## config.mk

```make
export PLATFORM = sky130hd
export DESIGN_NAME = ea_gen
export DESIGN_NICKNAME = d
export VERILOG_FILES = /design/src/rtl/ea_pkg.sv /design/src/rtl/ea_rst_sync.sv /design/src/rtl/ea_zp_wrap.sv /design/src/rtl/ea_index_add.sv /design/src/rtl/ea_variant.sv /design/src/rtl/ea_gen.sv
export SDC_FILE = /design/constraint.sdc
export NUM_CORES = 1
export LEC_CHECK = 0
export ABC_AREA = 1
export BUFFER_PORTS_ARGS = -buffer_cell sky130_fd_sc_hd__buf_2
export CAP_MARGIN = 20
export CORE_MARGIN = 3
export CORE_UTILIZATION = 45
export CTS_CLUSTER_DIAMETER = 100
export DETAILED_ROUTE_END_ITERATION = 8
export GPL_ROUTABILITY_DRIVEN = 0
export HOLD_SLACK_MARGIN = 0.12
export PLACE_DENSITY = 0.8
export REMOVE_ABC_BUFFERS = 1
export SETUP_SLACK_MARGIN = 0.5
export SYNTH_ARGS = -nofsm -noshare
export SYNTH_HDL_FRONTEND = slang
export SYNTH_SLANG_ARGS = --single-unit
```

## constraint.sdc

```tcl
create_clock -name clk -period 2 [get_ports clk]
set_input_delay 0.4 -clock clk [delete_from_list [all_inputs] [get_ports clk]]
set_output_delay 0.4 -clock clk [all_outputs]
set_load 0.02 [all_outputs]
```

## src/rtl/ea_pkg.sv

```systemverilog
package ea_pkg;

  typedef enum logic [3:0] {
    AM_ZP   = 4'd0,
    AM_ZPX  = 4'd1,
    AM_ZPY  = 4'd2,
    AM_ABS  = 4'd3,
    AM_ABSX = 4'd4,
    AM_ABSY = 4'd5,
    AM_INDX = 4'd6,
    AM_INDY = 4'd7,
    AM_JIND = 4'd8
  } am_e;

  typedef enum logic [1:0] {
    ACC_READ  = 2'd0,
    ACC_STORE = 2'd1,
    ACC_RMW   = 2'd2
  } acc_e;

  // Modes whose base is indexed by a full 16-bit add with a low-byte carry
  function automatic logic is_long_indexed(input am_e m);
    return (m == AM_ABSX) || (m == AM_ABSY) || (m == AM_INDY);
  endfunction

endpackage

```

## src/rtl/ea_rst_sync.sv

```systemverilog
module ea_rst_sync #(
  parameter int STAGES = 2
) (
  input  logic clk,
  input  logic rst_n,
  output logic rst_sync_n
);

  logic [STAGES-1:0] sync_q;

  always_ff @(posedge clk or negedge rst_n) begin
    if (!rst_n) sync_q <= '0;
    else        sync_q <= {sync_q[STAGES-2:0], 1'b1};
  end

  assign rst_sync_n = sync_q[STAGES-1];

endmodule

```

## src/rtl/ea_zp_wrap.sv

```systemverilog
module ea_zp_wrap #(
  parameter int DW = 8
) (
  input  logic [DW-1:0] base,
  input  logic [DW-1:0] idx,
  output logic [DW-1:0] loc0,
  output logic [DW-1:0] loc1
);

  // Both sums stay DW wide, so the page number can never leave zero
  always_comb begin
    loc0 = base + idx;
    loc1 = loc0 + {{(DW-1){1'b0}}, 1'b1};
  end

endmodule

```

## src/rtl/ea_index_add.sv

```systemverilog
module ea_index_add #(
  parameter int DW = 8
) (
  input  logic [DW-1:0]   base_hi,
  input  logic [DW-1:0]   base_lo,
  input  logic [DW-1:0]   idx,
  output logic            lo_carry,
  output logic [2*DW-1:0] full_sum,
  output logic [2*DW-1:0] uncorr_sum
);

  logic [DW:0]   lo_ext;
  logic [DW-1:0] hi_fixed;

  always_comb begin
    lo_ext     = {1'b0, base_lo} + {1'b0, idx};
    lo_carry   = lo_ext[DW];
    hi_fixed   = base_hi + {{(DW-1){1'b0}}, lo_ext[DW]};
    full_sum   = {hi_fixed, lo_ext[DW-1:0]};
    uncorr_sum = {base_hi, lo_ext[DW-1:0]};
  end

endmodule

```

## src/rtl/ea_variant.sv

```systemverilog
module ea_variant #(
  parameter int DW       = 8,
  parameter bit CMOS_FIX = 1'b0,
  localparam int AW      = 2 * DW
) (
  input  logic [DW-1:0] jmp_hi,
  input  logic [DW-1:0] jmp_lo,
  input  logic          is_indexed,
  input  logic          is_jind,
  input  logic          idx_extra,
  input  logic          idx_cross,
  input  logic [AW-1:0] idx_full,
  input  logic [AW-1:0] idx_uncorr,
  input  logic [AW-1:0] last_addr,
  output logic [AW-1:0] jmp_hi_addr,
  output logic          jmp_extra,
  output logic [AW-1:0] dummy
);

  logic [AW-1:0] idx_dummy;
  logic [AW-1:0] jind_dummy;

  generate
    if (CMOS_FIX) begin : g_fixed
      // Pointer high byte carries into the next page; one cycle is paid
      assign jmp_hi_addr = {jmp_hi, jmp_lo} + {{(AW-1){1'b0}}, 1'b1};
      assign jmp_extra   = 1'b1;
    end else begin : g_legacy
      // Low pointer byte wraps inside its page; no extra cycle
      assign jmp_hi_addr = {jmp_hi, jmp_lo + {{(DW-1){1'b0}}, 1'b1}};
      assign jmp_extra   = 1'b0;
    end
  endgenerate

  always_comb begin
    if (CMOS_FIX) begin
      idx_dummy  = idx_cross ? last_addr : idx_full;
      jind_dummy = last_addr;
    end else begin
      idx_dummy  = idx_uncorr;
      jind_dummy = '0;
    end
    dummy = '0;
    if (is_indexed && idx_extra) dummy = idx_dummy;
    else if (is_jind)            dummy = jind_dummy;
  end

endmodule

```

## src/rtl/ea_gen.sv

```systemverilog
module ea_gen
  import ea_pkg::*;
#(
  parameter int DW          = 8,
  parameter bit CMOS_FIX    = 1'b0,
  parameter int SYNC_STAGES = 2,
  localparam int AW         = 2 * DW
) (
  input  logic          clk,
  input  logic          rst_n,
  input  logic          calc_en,
  input  logic [3:0]    mode,
  input  logic [1:0]    acc_kind,
  input  logic [DW-1:0] opnd_lo,
  input  logic [DW-1:0] opnd_hi,
  input  logic [DW-1:0] idx_x,
  input  logic [DW-1:0] idx_y,
  input  logic [DW-1:0] ptr_lo,
  input  logic [DW-1:0] ptr_hi,
  input  logic [AW-1:0] last_byte_addr,
  output logic [AW-1:0] ea,
  output logic [AW-1:0] ptr_lo_addr,
  output logic [AW-1:0] ptr_hi_addr,
  output logic          page_cross,
  output logic          extra_cycle,
  output logic [AW-1:0] dummy_addr
);

  localparam logic [DW-1:0] ZERO_PAGE = '0;

  logic rst_core_n;

  ea_rst_sync #(.STAGES(SYNC_STAGES)) u_rst (
    .clk        (clk),
    .rst_n      (rst_n),
    .rst_sync_n (rst_core_n)
  );

  am_e m;
  assign m = am_e'(mode);

  // Operand selection for the two arithmetic paths
  logic [DW-1:0] zp_idx, lx_idx, lx_base_hi, lx_base_lo;
  logic          in_long, in_jind;

  always_comb begin
    unique case (m)
      AM_ZPX, AM_INDX: zp_idx = idx_x;
      AM_ZPY:          zp_idx = idx_y;
      default:         zp_idx = '0;
    endcase
    unique case (m)
      AM_ABSX:         lx_idx = idx_x;
      AM_ABSY, AM_INDY: lx_idx = idx_y;
      default:         lx_idx = '0;
    endcase
    lx_base_hi = (m == AM_INDY) ? ptr_hi : opnd_hi;
    lx_base_lo = (m == AM_INDY) ? ptr_lo : opnd_lo;
    in_long    = is_long_indexed(m);
    in_jind    = (m == AM_JIND);
  end

  logic [DW-1:0] zp_loc0, zp_loc1;

  ea_zp_wrap #(.DW(DW)) u_zp (
    .base (opnd_lo),
    .idx  (zp_idx),
    .loc0 (zp_loc0),
    .loc1 (zp_loc1)
  );

  logic          lx_carry;
  logic [AW-1:0] lx_full, lx_uncorr;

  ea_index_add #(.DW(DW)) u_idx (
    .base_hi    (lx_base_hi),
    .base_lo    (lx_base_lo),
    .idx        (lx_idx),
    .lo_carry   (lx_carry),
    .full_sum   (lx_full),
    .uncorr_sum (lx_uncorr)
  );

  logic          lx_extra;
  assign lx_extra = lx_carry || (acc_e'(acc_kind) != ACC_READ);

  logic [AW-1:0] jmp_hi_addr, var_dummy;
  logic          jmp_extra;

  ea_variant #(.DW(DW), .CMOS_FIX(CMOS_FIX)) u_var (
    .jmp_hi      (opnd_hi),
    .jmp_lo      (opnd_lo),
    .is_indexed  (in_long),
    .is_jind     (in_jind),
    .idx_extra   (lx_extra),
    .idx_cross   (lx_carry),
    .idx_full    (lx_full),
    .idx_uncorr  (lx_uncorr),
    .last_addr   (last_byte_addr),
    .jmp_hi_addr (jmp_hi_addr),
    .jmp_extra   (jmp_extra),
    .dummy       (var_dummy)
  );

  // Next-state values
  logic [AW-1:0] ea_d, pl_d, ph_d, dm_d;
  logic          pc_d, ex_d;

  always_comb begin
    ea_d = '0;
    pl_d = '0;
    ph_d = '0;
    pc_d = 1'b0;
    ex_d = 1'b0;
    dm_d = var_dummy;
    unique case (m)
      AM_ZP, AM_ZPX, AM_ZPY: begin
        ea_d = {ZERO_PAGE, zp_loc0};
      end
      AM_ABS: begin
        ea_d = {opnd_hi, opnd_lo};
      end
      AM_ABSX, AM_ABSY: begin
        ea_d = lx_full;
        pc_d = lx_carry;
        ex_d = lx_extra;
      end
      AM_INDY: begin
        pl_d = {ZERO_PAGE, zp_loc0};
        ph_d = {ZERO_PAGE, zp_loc1};
        ea_d = lx_full;
        pc_d = lx_carry;
        ex_d = lx_extra;
      end
      AM_INDX: begin
        pl_d = {ZERO_PAGE, zp_loc0};
        ph_d = {ZERO_PAGE, zp_loc1};
        ea_d = {ptr_hi, ptr_lo};
      end
      AM_JIND: begin
        pl_d = {opnd_hi, opnd_lo};
        ph_d = jmp_hi_addr;
        ea_d = {ptr_hi, ptr_lo};
        ex_d = jmp_extra;
      end
      default: begin
        dm_d = '0;
      end
    endcase
  end

  // Output registers
  always_ff @(posedge clk or negedge rst_core_n) begin
    if (!rst_core_n) begin
      ea          <= '0;
      ptr_lo_addr <= '0;
      ptr_hi_addr <= '0;
      page_cross  <= 1'b0;
      extra_cycle <= 1'b0;
      dummy_addr  <= '0;
    end else if (calc_en) begin
      ea          <= ea_d;
      ptr_lo_addr <= pl_d;
      ptr_hi_addr <= ph_d;
      page_cross  <= pc_d;
      extra_cycle <= ex_d;
      dummy_addr  <= dm_d;
    end
  end

endmodule

```

### Word level (Yosys, flattened, before mapping)

Index checks and enable logic that the tools add are counted.

| storage, ports and cells | value |
|---|---|
| register bits | 68 |
| output and inout port bits | 66 |
| word-level logic and storage cells | 44 |

| operators by class | value |
|---|---|
| $add $sub $neg | 5 |
| equal/unequal tests | 8 |
| multiplexer cells | 11 |
| reduce and logical (&&, ||, !) cells | 13 |

Operators by type and width:

| cell | count |
|---|---|
| $pmux W16 S2 | 2 |
| $pmux W16 S4 | 1 |
| $mux W16 | 2 |
| $pmux W8 S2 | 2 |
| $add A8 B1 Y8 const B | 2 |
| $eq A4 B3 Y1 const B | 4 |
| $mux W8 | 2 |
| $add A8 B8 Y9 | 1 |
| $reduce_or A9 Y1 | 1 |
| $add A8 B1 Y8 | 1 |
| $add A8 B8 Y8 | 1 |
| $eq A4 B2 Y1 const B | 2 |
| $reduce_or A2 Y1 | 4 |
| $reduce_or A3 Y1 | 2 |
| $eq A4 B1 Y1 const B | 1 |
| $eq A4 B4 Y1 const B | 1 |
| $logic_not A4 Y1 | 1 |
| $logic_or A1 B1 Y1 | 3 |
| $mux W1 | 2 |
| $reduce_bool A2 Y1 | 1 |
| $logic_and A1 B1 Y1 | 1 |

### Depth between registers and ports, before layout

| depth | value |
|---|---|
| depth after elaboration | 8 |
| mapped depth | 24 |
| depth with buffers taken out | 22 |

### Modules after synthesis

Synthesis repeated with hierarchy kept, for this count alone.

| second synthesis, totals | value |
|---|---|
| cells, all modules | 750 |
| area, all modules | 5,133.7 µm² |

Modules (own cells, without submodules):

| module | instances | cells each | area an instance (µm²) | sequential area each (µm²) |
|---|---|---|---|---|
| ea_gen | 1 | 483 | 3,599.7 | 1,651.6 |
| ea_index_add | 1 | 93 | 594.3 | 0.0 |
| ea_zp_wrap | 1 | 99 | 548.0 | 0.0 |
| ea_variant | 1 | 72 | 337.8 | 0.0 |
| ea_rst_sync | 1 | 3 | 53.8 | 50.0 |

### Least setup slack after synthesis

Ideal clock, no wire load.

| timing | value |
|---|---|
| kind | input-to-reg |
| from | input mode[2] |
| to | register ea[14] |
| library setup time | 116 ps |
| arrival time | 2,985 ps |
| data required time | 1,884 ps |
| path slack | -1,101 ps |
| cell stages on the path | 23 |
| buffers on the path | 2 |
| path through | inv_2 -> nor2_4 -> nand2_4 -> buf_6 -> buf_2 -> o21ai_0 -> inv_1 -> fa_1 -> nand3b_1 -> nand2_1 -> nand2_1 -> nand2_1 -> ha_1 -> ha_1 -> inv_1 -> nor2_4 -> nand3_2 -> nor2_1 -> nand2_1 -> nand3_1 -> nand2_1 -> nand2_1 -> nand2_1 |

| between the ends | value |
|---|---|
| word-level cells in the longest chain between the ends | 6 |

RTL lines:

| element | line | text |
|---|---|---|
| from (decl) | ea_gen.sv:12 | `input logic [3:0] mode,` |
| $eq A4 B3 Y1 (on tied branches) | -- |  |
| $reduce_or A2 Y1 | ea_gen.sv:52 | `unique case (m)` |
| $pmux W8 S2 | ea_gen.sv:52 |  |
| $add A8 B8 Y9 | ea_index_add.sv:16 | `lo_ext = {1'b0, base_lo} + {1'b0, idx};` |
| $add A8 B1 Y8 | ea_index_add.sv:18 | `hi_fixed = base_hi + {{(DW-1){1'b0}}, lo_ext[DW]};` |
| $pmux W16 S4 (*) | ea_gen.sv:116 | `unique case (m)` |
| to (signal assigned) | ea_gen.sv:155 | `ea <= '0;` |
| to (signal assigned) | ea_gen.sv:162 | `ea <= ea_d;` |
| to (decl) | ea_gen.sv:21 | `output logic [AW-1:0] ea,` |

Mark *: on every way between the ends. The rest lies on a longest branch, timed or not.
A chain may end at the register's enable or synchronous reset.

### Final worst setup path

| timing | value |
|---|---|
| from | input mode[3] |
| to | register ea[14] |

The elaborated chain is that of the path after synthesis.

==> summary.txt <==
Clock network
  • Root Driver: clkbuf_8
  • H-tree depth: 3
  • CTS Buffer Depth: 2
  • Clock transition at path regs: 0.07 ns
  • Worst-Skew Late Latency: 0.37 ns
  • CTS Buf Count: 9
  • CTS tree: done
  • CTS Sinks: 60

Power
  • Power Dens Cells: about 580 nW/um^2
  • Leakage power: 0.00375 uW
  • VDD IR-drop max: 0.000304 V

Critical path
  • CP required: 2.26 ns
  • Worst Path Max Fanout: 5
  • CP Data Arrival Time: 3.13 ns
  • Startpoint Class: input pin
  • Crit path capture type: flop
  • CP Class: input pin to flop

Cells and area
  • Area Growth Syn to Fin: 58.5%
  • Fill cells: 607
  • Fin cells: between 900 and 1,000
  • Share of cells above drive strength 1: 49.1%
  • Nets@finish: between 900 and 1,000
  • Ant diodes: 0

Synthesis
  • Post-synthesis sequential area ratio: roughly 35%
  • Syn avg cell area: 7.15 sq um
  • EDFF count, synth: 0
  • Most frequent cells after synthesis: nand2_1, inv_1, dfrtp_1, nand3_1, nor2_1
  • Yosys reg bits: 60
  • Synth top area share: 34.6%
  • Ys async rst share: 100%
  • Area of the mapped netlist: ~4300 sq um
  • Syn Inst Count: 607
  • Synth cell types: 43
  • Synth warnings: 0
  • Most used flip-flop cell after synthesis: dfrtp_1
  • Synth area leaders: dfrtp_1, nand2_1, inv_1
  • Cell taking the most area after synthesis: dfrtp_1
  • Most common cell in the netlist: nand2_1

Run status
  • Failing checks: setup timing
  • Status: complete, but fails checks

STA
  • Max Clk Rate: 349 MHz
  • Sum Neg Setup Slack: -24.81 ns
  • Final WS setup: -0.866 ns
  • Slew Limit Fails: 0
  • Setup violations, final: 47
  • Minimum clock period: 2.87 ns
  • RSZ-0062 raised after global routing: true
  • Setup Skew: 0.0106 ns
  • Post-route clock period utilization: 143%
  • Final hold violation count: 0

Routing
  • Via Count: 5,923
  • ANT nets after route: 0
  • Detail-routed via count per cell: 6.01
  • DRT Pass-1 Iters: 6
  • # DRC: 0
  • Total wire length: 19,400 um
  • Drt first-iter violations: approximately 770
  • WL/cell: just under 20 um

Floorplanning
  • Row Count: 35
  • Die Area: 10,900 sq um
  • Std-Cell Core Area: between 9000 and 10,000 sq um
  • Initial cell density of the core: about 47%
  • Die Span Y: 104 um
  • Die Wd: 104 um
  • IO Pins: between 100 and 150

Place
  • DPL Wire Length: 11,600 um
  • # port buffers: 122
  • Placed cell count: around 940

Min path
  • Worst min path class: flop to async pin

Global route
  • Vias in the first global route: 5,608
  • Total grt overflow: 0
  • Largest net degree at the start of global routing: 39
  • Gr usage total: about a third
  • Initial antenna violation count: 0
  • First-pass GRT wire length: 27,800 um

Run
  • Max_cap viols: 0
==> timing repair <==
action                                 CTS  global route
endpoints found under the hold margin    2             0
cloned                                   0             0
pin swaps                               43            28
buffers inserted                        19            10
hold buffers                             1             0
setup endpoints to repair               50            50
gates resized for setup                113            61
==> final cells by class <==
type,count,area (sq um),area share (%)
timing repair buffer,259,1720,25.0
tap,129,161,2.35
clock inverter,4,47.5,0.691
clock buffer,12,155,2.26
sequential,60,1500,21.8
inverter,72,275,4.00
multi-input combinational,449,3020,43.9
==> final timing paths <==
path / startpoint / endpoint / slack (ns) / cells past startpoint
min in group clk: opnd_hi[7] / ptr_lo_addr[15]$_DFFE_PN0P_ / 0.32 / 3
min: u_rst.sync_q[1]$_DFF_PN0_ / ptr_lo_addr[14]$_DFFE_PN0P_ / 0.22 / 0
max: mode[3] / ea[14]$_DFFE_PN0P_ / -0.87 / 22
max reg2reg: u_rst.sync_q[1]$_DFF_PN0_ / ea[8]$_DFFE_PN0P_ / 1.20 / 1
min reg2reg: u_rst.sync_q[1]$_DFF_PN0_ / ptr_lo_addr[14]$_DFFE_PN0P_ / 0.22 / 0
max in group asynchronous: u_rst.sync_q[1]$_DFF_PN0_ / ea[8]$_DFFE_PN0P_ / 1.20 / 1
==> report_power, final <==
part,switching (uW),leakage (uW),internal [uW]
clock network,538,0.000102,640
logic,837,0.00285,588
registers,58.1,0.000799,1300
==> cell families (layout without fill, tap and decap cells) <==
| kind of cell | count (synthesis) | after routing | synth area share (%) |
|---|---|---|---|
| AOI/OAI and AO/OA | 111 | 111 | 16.3 |
| DFF | 60 | 60 | 34.6 |
| other | 1 | 1 | 0.0864 |
| muxes | 3 | 3 | 0.778 |
| xor gates and xnor gates | 3 | 3 | 0.606 |
| buffers and inverters | 98 | 347 | 10.7 |
| adders and majority gates | 20 | 20 | 6.11 |
| and+or+nand+nor | 311 | 311 | 30.8 |
==> layout by cell type (no fill, tap or decap), drive strengths merged, types with 2 or more instances in the layout <==
| master | n |
|---|---|
| a22oi | 7 |
| nand2 | 213 |
| ha | 18 |
| clkinv | 2 |
| mux2 | 3 |
| buf | 258 |
| a31oi | 7 |
| nand3 | 45 |
| fa | 2 |
| nor2 | 37 |
| inv | 72 |
| nor3 | 2 |
| o22ai | 17 |
| nand3b | 3 |
| a22o | 4 |
| xnor2 | 2 |
| a21oi | 20 |
| clkbuf | 12 |
| dfrtp | 60 |
| o31ai | 14 |
| nand4 | 7 |
| o21ai | 36 |
| and2 | 3 |
==> metal layers <==
metal / global-route usage (%) / part of all wire (%) / up-vias
met3: 7.45 / 12 / 179
li1: - / - / 2486
met1: 38.6 / 35 / 2699
met5: 0 / 0 / -
met2: 52.1 / 45 / 559
met4: 18.3 / 8.9 / 0
==> flip-flops by register name, indices dropped and copies added, names as in the netlist <==
signal        count
ea               16
ptr_hi_addr       8
dummy_addr       16
ptr_lo_addr      16
extra_cycle       1
u_rst.sync_q      2
page_cross        1
==> critical path: stages <==
cell and delay [ns]:
buf_8 0.11, nor2_4 0.22, nand2_4 0.13, mux2_4 0.25, ha_4 0.16, inv_2 0.05, fa_2 0.36, nand3b_1 0.21
nand2_2 0.13, nand2_4 0.07, nand2_4 0.09, ha_4 0.14, ha_4 0.13, inv_4 0.04, nor2_4 0.13, nand3_4 0.10
nor2_2 0.10, nand2_1 0.05, nand3_1 0.08, nand2_1 0.05, nand2_1 0.06, nand2_1 0.05
==> metrics by stage <==
stage / utilization, % / total power, uW / setup slack, ns / area (sq um) / hold slack [ns]
2_1_floorplan: - / 1920 / -1.01 / 4140 / 0.104
3_3_place_gp: 61.9 / 2410 / -1.08 / 5750 / 0.187
3_5_place_dp: 61.9 / 2450 / -1.22 / 5750 / 0.190
4_1_cts: 70.3 / 3750 / -0.607 / 6530 / 0.236
5_1_grt: 74.1 / 4100 / -0.994 / 6880 / 0.269
6_report: 74.1 / 3960 / -0.866 / 6880 / 0.219
Note: power is estimated with default switching activity, not from simulation.
